==> config.mk <==
export PLATFORM = sky130hd
export DESIGN_NAME = rxwm_fifo
export DESIGN_NICKNAME = d
export VERILOG_FILES = /design/src/rtl/rxwm_pkg.sv /design/src/rtl/rxwm_wr_side.sv /design/src/rtl/rxwm_store.sv /design/src/rtl/rxwm_rd_side.sv /design/src/rtl/rxwm_fifo.sv
export SDC_FILE = /design/constraint.sdc
export NUM_CORES = 1
export LEC_CHECK = 0
export ABC_AREA = 1
export BUFFER_PORTS_ARGS = -buffer_cell sky130_fd_sc_hd__buf_2
export CAP_MARGIN = 20
export CORE_MARGIN = 5
export CORE_UTILIZATION = 40
export DETAILED_ROUTE_END_ITERATION = 6
export GPL_TIMING_DRIVEN = 0
export PLACE_DENSITY = 0.52
export SKIP_CTS_REPAIR_TIMING = 1
export SYNTH_ARGS = -nofsm -noshare
export SYNTH_HDL_FRONTEND = slang
export SYNTH_SLANG_ARGS = --single-unit
==> constraint.sdc <==
create_clock -name clk -period 7.8 [get_ports clk]
set_input_delay 1.17 -clock clk [delete_from_list [all_inputs] [get_ports clk]]
set_output_delay 1.17 -clock clk [all_outputs]
set_load 0.05 [all_outputs]
==> src/rtl/rxwm_pkg.sv <==
package rxwm_pkg;

  // Position a byte in its storage lane; other lanes zero.
  function automatic logic [31:0] lane_place(input logic [7:0] b, input logic [1:0] lane);
    return {24'b0, b} << (8 * lane);
  endfunction

  // Lane 0 starts a fresh word, so it writes all lanes to clear stale bytes.
  function automatic logic [3:0] lane_mask(input logic [1:0] lane);
    return (lane == 2'd0) ? 4'hF : (4'b0001 << lane);
  endfunction

endpackage

==> src/rtl/rxwm_wr_side.sv <==
module rxwm_wr_side #(
  parameter int DEPTH_BYTES = 128,
  parameter int PTR_W       = 8
) (
  input  logic             clk,
  input  logic             rst_n,
  input  logic             clr,
  input  logic             in_valid,
  input  logic [PTR_W-1:0] fill,
  output logic             in_ready,
  output logic             push,
  output logic [PTR_W-1:0] wr_ptr
);
  localparam logic [PTR_W-1:0] FULL_CNT = PTR_W'(DEPTH_BYTES);

  logic [PTR_W-1:0] wr_ptr_q;

  assign in_ready = (fill != FULL_CNT);
  assign push     = in_valid & in_ready & ~clr;
  assign wr_ptr   = wr_ptr_q;

  always_ff @(posedge clk or negedge rst_n) begin
    if (!rst_n)    wr_ptr_q <= '0;
    else if (clr)  wr_ptr_q <= '0;
    else if (push) wr_ptr_q <= wr_ptr_q + 1'b1;
  end
endmodule

==> src/rtl/rxwm_store.sv <==
module rxwm_store #(
  parameter int DEPTH_WORDS = 32,
  parameter int AW          = 5
) (
  input  logic          clk,
  input  logic          we,
  input  logic [AW-1:0] waddr,
  input  logic [3:0]    wbe,
  input  logic [31:0]   wdata,
  input  logic [AW-1:0] raddr,
  output logic [31:0]   rdata
);
  logic [31:0] mem [DEPTH_WORDS];

  always_ff @(posedge clk) begin
    for (int l = 0; l < 4; l++) begin
      if (we && wbe[l]) mem[waddr][8*l +: 8] <= wdata[8*l +: 8];
    end
  end

  assign rdata = mem[raddr];
endmodule

==> src/rtl/rxwm_rd_side.sv <==
module rxwm_rd_side #(
  parameter int WM_BYTES = 8,
  parameter int PTR_W    = 8
) (
  input  logic             clk,
  input  logic             rst_n,
  input  logic             clr,
  input  logic             ack,
  input  logic [PTR_W-1:0] fill,
  output logic             flag,
  output logic             advance,
  output logic [PTR_W-1:0] rd_ptr
);
  localparam logic [PTR_W-1:0] WM_CNT = PTR_W'(WM_BYTES);

  logic [PTR_W-1:0] rd_ptr_q;
  logic             flag_q;

  assign advance = ack & flag_q & ~clr;
  assign flag    = flag_q;
  assign rd_ptr  = rd_ptr_q;

  always_ff @(posedge clk or negedge rst_n) begin
    if (!rst_n)       rd_ptr_q <= '0;
    else if (clr)     rd_ptr_q <= '0;
    else if (advance) rd_ptr_q <= rd_ptr_q + WM_CNT;
  end

  always_ff @(posedge clk or negedge rst_n) begin
    if (!rst_n)               flag_q <= 1'b0;
    else if (clr || advance)  flag_q <= 1'b0;
    else if (fill >= WM_CNT)  flag_q <= 1'b1;
  end
endmodule

==> src/rtl/rxwm_fifo.sv <==
module rxwm_fifo #(
  parameter int DEPTH_BYTES = 128,
  parameter int WM_BYTES    = 8,
  localparam int WM_WORDS   = WM_BYTES / 4,
  localparam int SEL_W      = (WM_WORDS > 1) ? $clog2(WM_WORDS) : 1,
  localparam int PTR_W      = $clog2(DEPTH_BYTES) + 1
) (
  input  logic             clk,
  input  logic             rst_n,
  input  logic [7:0]       in_byte,
  input  logic             in_valid,
  output logic             in_ready,
  input  logic [SEL_W-1:0] win_sel,
  output logic [31:0]      win_word,
  output logic             wm_flag,
  input  logic             wm_ack,
  input  logic             fifo_clr,
  output logic [PTR_W-1:0] fill_bytes
);
  import rxwm_pkg::*;

  localparam int DEPTH_WORDS = DEPTH_BYTES / 4;
  localparam int AW          = $clog2(DEPTH_WORDS);

  logic [PTR_W-1:0] wr_ptr, rd_ptr, fill;
  logic             push, advance;
  logic [AW-1:0]    waddr, raddr;
  logic [1:0]       lane;

  assign fill       = wr_ptr - rd_ptr;
  assign fill_bytes = fill;
  assign lane       = wr_ptr[1:0];
  assign waddr      = wr_ptr[AW+1:2];
  assign raddr      = rd_ptr[AW+1:2] + AW'(win_sel);

  rxwm_wr_side #(.DEPTH_BYTES(DEPTH_BYTES), .PTR_W(PTR_W)) wr_i (
    .clk(clk), .rst_n(rst_n), .clr(fifo_clr), .in_valid(in_valid),
    .fill(fill), .in_ready(in_ready), .push(push), .wr_ptr(wr_ptr));

  rxwm_rd_side #(.WM_BYTES(WM_BYTES), .PTR_W(PTR_W)) rd_i (
    .clk(clk), .rst_n(rst_n), .clr(fifo_clr), .ack(wm_ack), .fill(fill),
    .flag(wm_flag), .advance(advance), .rd_ptr(rd_ptr));

  rxwm_store #(.DEPTH_WORDS(DEPTH_WORDS), .AW(AW)) mem_i (
    .clk(clk), .we(push), .waddr(waddr), .wbe(lane_mask(lane)),
    .wdata(lane_place(in_byte, lane)), .raddr(raddr), .rdata(win_word));
endmodule

==> impl_metrics.ini, run 1 <==
[status]
status = finished, final reports clean

[clocking]
htree_levels = 3
clk_pin_slew_ps = 60
cts-buffers-inserted = 112
cts_tree = done
clk_latency_ps = 710
root_buffer = clkbuf_16
clock_sinks = 1038
clock_tree.buffer_depth = 3

[sta]
slew_headroom_pct = 22.3
report.final.hold_viol_count = 0
fin_skew_ps = 24.4
worst_pin_slew_ps = 1170
period_share_pct = 76.1
rsz0062_at_grt = false
fin_tns_setup_ps = 0
min_period_ps = 5940
max_freq_mhz = 168
setup_viol = 0
finalMaxSlewViolations = 0
fin_ws_ps = 1860

[yosys]
postSynthNetCount = 3337
yosys.cell_types.count = 33
muxShareOfSynthArea_pct = 0
synth_simple_gate_area_share_pct = 11.4
avgSynthCellArea_sq_um = 12.8
synth_compound_area_share_pct = 11.2
synth-xor-area-share_pct = 0.165
ys_ff_latch = 1038
synth-seq-area-share_pct = 73.4
synth_top_family_by_area = simple AND/OR/NAND/NOR gates
synthAdderAreaFrac_pct = 0.325
synth_edf_count = 1024
async_flop_share_pct = 1.35
ys.flop_type = edfxtp_1
netlist_area_sq_um = 42400
syn_inst = 3312
synth_warnings = 0

[critical_path]
crit_arrival_ps = 4770
startpoint = rd_i.rd_ptr[5]
rr_endpoint = mem_i.mem[19][9]
crit_path_end_kind = output port
reg2reg_setup_slack_ps = 2330
crit_fanout = 10
r2r-start = rd_i.rd_ptr[5]
endpoint = in_ready
crit_type = reg2out
critPathRequiredTime_ps = 6630
r2r.worst_path.cells = 12
startpoint_type = register

[global_routing]
met3_usage_pct = 4.61
grt.met1_usage_pct = 34.8
grt_use_met2_pct = 40.9
track_usage_pct = 25.4
grt_pass1_vias = 27735
grt_max_degree = 17
grt.overflow.total = 0
top_usage_layer = met2
antenna_found_initial = 6
grt_pass1_wl_mm = 204

[cells_and_area]
final_common_cell = edfxtp_1
area_growth_pct = 15.5
fin_area_sq_um = 48900
drive_above_1_share_pct = 12.7
layout_common_cells = edfxtp_1 (1024), nor2_1 (748), o21ai_0 (507)
nNetsFinal = 3579

[floorplan]
die_y_microns = 335
io_pins = 56
die_w_microns = 335
core.rowCount = 119
start_util_pct = 40.2
core_area_sq_um = 105000
die-area_sq_um = 113000

[routing]
viasPerCell = 5.70
wl_per_cell_microns = 28.9
ant_nets = 0
first_iter_violations = 3368
dr.pass1.iters = 6
wirelength_mm = 146
post-route-drc-count = 0
num_vias = 28755

[place]
post-place-ws_ps = 2410
dpl-instance-area_sq_um = 45300
place.gp.congestion = 0.882
hpwlAfterDp_mm = 105
port_buffers = 54

[run]
maxCapViolCount = 0

[pwr]
power_density_nw_per_um2 = 255
p_leak_nw = 16.2
peakVddDrop_uv = 189

[worst_hold_path]
hp-class = in2async
critical path, stage by stage, from the launching register on:
cell      delay, ps
dfrtp_1         510
inv_1           370
clkbuf_1        880
clkbuf_1        700
ha_1            410
a21oi_1         230
nand3_1         100
nand2_1          70
nand2_1         110
nand3_4         190
buf_6           190
buf_2           280
synth_stat cells, types with 23 or more instances:
| cell type | n | area, sq um |
|---|---|---|
| edfxtp_1 | 1024 | 30700 |
| nor2_1 | 748 | 2810 |
| o21ai_0 | 507 | 2540 |
| nand2_1 | 228 | 856 |
| o221ai_1 | 160 | 1400 |
| nand3_1 | 148 | 741 |
| clkbuf_1 | 111 | 417 |
| o211ai_1 | 96 | 721 |
| buf_2 | 68 | 340 |
| nor3_1 | 40 | 200 |
| inv_1 | 37 | 139 |
| buf_4 | 30 | 225 |
| buf_6 | 23 | 259 |
power by group:
group / internal, W / switching, W
Clock: 0.00297 / 0.00224
Sequential: 0.00614 / 0.00000526
Combinational: 0.000259 / 0.000835
final cells by class:
class,count,area [sq um]
Sequential cell,1038,31100
Buffer,247,1330
Clock inverter,69,638
Antenna cell,4,10.0
Multi-Input combinational cell,1981,9920
Timing Repair Buffer,128,1090
Clock buffer,140,2910
Inverter,46,175
Fill cell,9551,56400
Tap cell,1391,1740
kinds of logic (layout without fill, tap and decap cells):
kind of cell,count (synthesis),in the layout
AOI/OAI and AO/OA,777,777
xor gates and xnor gates,8,8
adders and majority gates,11,11
buffers and inverters,293,630
DFF,1038,1038
other,1,5
and+or+nand+nor,1184,1184
routing by layer:
layer	vias to the layer above	wire, microns
li1	12770	-
met1	14438	59900
met2	1264	68100
met3	281	11600
met4	2	5940
met5	-	13
worst min path at each step:
stage	start	end	slack, ps	cells past startpoint
after CTS	rst_n	rd_i.rd_ptr[6]	370	1
after detailed placement	rd_i.rd_ptr[7]	rd_i.rd_ptr[7]	550	2
after global placement	rd_i.rd_ptr[7]	rd_i.rd_ptr[7]	540	2
after global routing	rst_n	rd_i.rd_ptr[6]	390	1
final	rst_n	rd_i.rd_ptr[6]	390	1
after floorplan	rd_i.rd_ptr[7]	rd_i.rd_ptr[7]	520	2
state kept, by name (all words and copies together) (netlist names):
signal       flops
rd_i.flag        1
wr_i.wr_ptr      8
rd_i.rd_ptr      5
mem_i.mem     1024
metrics by stage:
| step | hold WS, ps | total power [W] | std cells | util, % |
|---|---|---|---|---|
| final | 386 | 0.0125 | 5044 | 46.5 |
| after global routing | 389 | 0.0128 | 5041 | 46.4 |
| after CTS | 368 | 0.0125 | 5040 | 46.4 |
| after detailed placement | 546 | 0.00734 | 4831 | 43.1 |
| after global placement | 543 | 0.00730 | 4757 | 42.1 |
| after floorplan | 521 | 0.00685 | 3312 | - |
Power figures use the tool's default switching activity.
==> inputs of run 2 (changes only) <==
--- a/config.mk
+++ b/config.mk
@@ -12,7 +12,7 @@
 export CORE_UTILIZATION = 40
 export DETAILED_ROUTE_END_ITERATION = 6
 export GPL_TIMING_DRIVEN = 0
-export PLACE_DENSITY = 0.52
+export PLACE_DENSITY = 0.54
 export SKIP_CTS_REPAIR_TIMING = 1
 export SYNTH_ARGS = -nofsm -noshare
 export SYNTH_HDL_FRONTEND = slang
==> constraint.sdc (replaced) <==
create_clock -name clk -period 5.3 [get_ports clk]
set_input_delay 0.795 -clock clk [delete_from_list [all_inputs] [get_ports clk]]
set_output_delay 0.795 -clock clk [all_outputs]
set_load 0.05 [all_outputs]
==> impl_metrics.ini, run 2 (synthesis gave the netlist of run 1 again) <==
[routing]
highest_layer = met5
met1Wirelength_mm = 58.4
met3_length_mm = 12.2
dr.pass1.iters = 6
wirelength_mm = 146
met2_length_mm = 68.2
wl_per_cell_microns = 29.1
num_vias = 28820
ant_nets = 0
first_iter_violations = 3219
viasPerCell = 5.74
post-route-drc-count = 0

[sta]
slew_headroom_pct = 11.3
finalMaxSlewViolations = 0
fin_skew_ps = 21.9
min_period_ps = 5170
max_freq_mhz = 193
period_share_pct = 97.5
fin_ws_ps = 130
rsz0062_at_grt = false
hold_ws_ps = 9.33
setup_viol = 0
report.final.hold_viol_count = 0
worst_pin_slew_ps = 1330

[critical_path]
r2r.worst_path.cells = 12
slowest_stage = clkbuf_1
crit_fanout = 10
crit_path_end_kind = output port
critPathRequiredTime_ps = 4510
rr_endpoint = mem_i.mem[24][8]
crit_arrival_ps = 4370
reg2reg_setup_slack_ps = 430
max_stage_delay_ps = 860
crit_type = reg2out
crit_chain = buf_2, buf_2, clkbuf_1, o21ai_0, o221ai_1, nand3_1, nand2_1, nand2_1, nand2_1, buf_2
startpoint_type = register
r2r-start = rd_i.rd_ptr[6]

[cells_and_area]
area_growth_pct = 15.0
drive_above_1_share_pct = 12.4
seq_area_sq_um = 31100
nFillCells = 9553
largest_reg_flops = 1024
fin_area_sq_um = 48700
multi_input_area_sq_um = 9920
fin_util_pct = 46.3
top_register = mem_i.mem
nNetsFinal = 3571
layout_common_cells = edfxtp_1 (1024), nor2_1 (748), o21ai_0 (507)
final_common_cell = edfxtp_1

[place]
post-place-ws_ps = 19.7
dpl-instance-area_sq_um = 45300
hpwlAfterDp_mm = 107
place.gp.congestion = 0.896
port_buffers = 54

[pwr]
peakVddDrop_uv = 252
power_w = 0.0180
p_leak_nw = 16.1
power_density_nw_per_um2 = 370

[clocking]
clock_sinks = 1038
clk_latency_ps = 700
htree_levels = 3
root_buffer = clkbuf_16
cts-buffers-inserted = 108
cts_tree = done
clk_pin_slew_ps = 60
clock_tree.buffer_depth = 3

[floorplan]
core.rowCount = 119
die-area_sq_um = 113000
die_w_microns = 335
die_y_microns = 335
start_util_pct = 40.2
io_pins = 56
core_area_sq_um = 105000

[run]
maxCapViolCount = 0

[global_routing]
antenna_found_initial = 5
grt_max_degree = 17
grt.overflow.total = 0
track_usage_pct = 25.5
grt_pass1_vias = 27993
grt_pass1_wl_mm = 204

[worst_hold_path]
hp-class = in2async

[status]
status = finished, final reports clean
-- run 2: changes by cell type in the layout (fill, tap and decap cells not counted), moves of 2 or more --
cell        change
clkbuf_1        -9
diode_2         -3
bufinv_16       -2
clkbuf_2        +2
buf_8           +5
buf_6           -5
clkinv_1        +5
clkbuf_16       -2
buf_4           -4
clkinv_2        -3
clkinv_4        -2
clkinvlp_4      -2
-- run 2: where the power goes --
part           total (W)  internal (W)  switching [W]
clock network    0.00738       0.00417        0.00321
logic            0.00162      0.000380        0.00124
registers        0.00905       0.00904     0.00000711
-- run 2: worst max-delay path: cells and delay by family (launching register included) --
kind	cells	cell delay (ps)
flip-flops	1	350
AO/OA/AOI/OAI	2	480
AND/OR/NAND/NOR	4	690
buffers and inverters	4	2140
-- run 2: per-layer routing --
layer / vias to the layer above / GRT usage, %
li1: 12726 / -
met1: 14409 / 33.6
met2: 1380 / 40.9
met3: 303 / 5.28
met4: 2 / 11.4
met5: - / 0
-- run 2: stage by stage --
stage                     setup TNS, ps  instances
after detailed placement              0       4826
after CTS                          -132       5021
after global routing                  0       5022
after floorplan                       0       3312
after global placement          -222550       4757
final                                 0       5023
-- run 2: how the worst max path moves through the flow --
| stage | start | to |
|---|---|---|
| after floorplan | rd_i.rd_ptr[4] | mem_i.mem[11][0] |
| after global routing | rd_i.rd_ptr[3] | win_word[1] |
| after global placement | wr_i.wr_ptr[0] | mem_i.mem[27][12] |
| final | rd_i.rd_ptr[3] | win_word[2] |
| after detailed placement | rd_i.rd_ptr[4] | mem_i.mem[26][13] |
| after CTS | rd_i.rd_ptr[4] | in_ready |
-- run 2: area by class of cell --
type | count | area share (%)
sequential | 1038 | 63.9
multi-input combinational | 1981 | 20.4
clock buffer | 132 | 5.82
tap | 1391 | 3.57
buffer | 246 | 2.72
timing repair buffer | 125 | 2.24
clock inverter | 63 | 1.07
inverter | 46 | 0.360
antenna | 1 | 0.00514
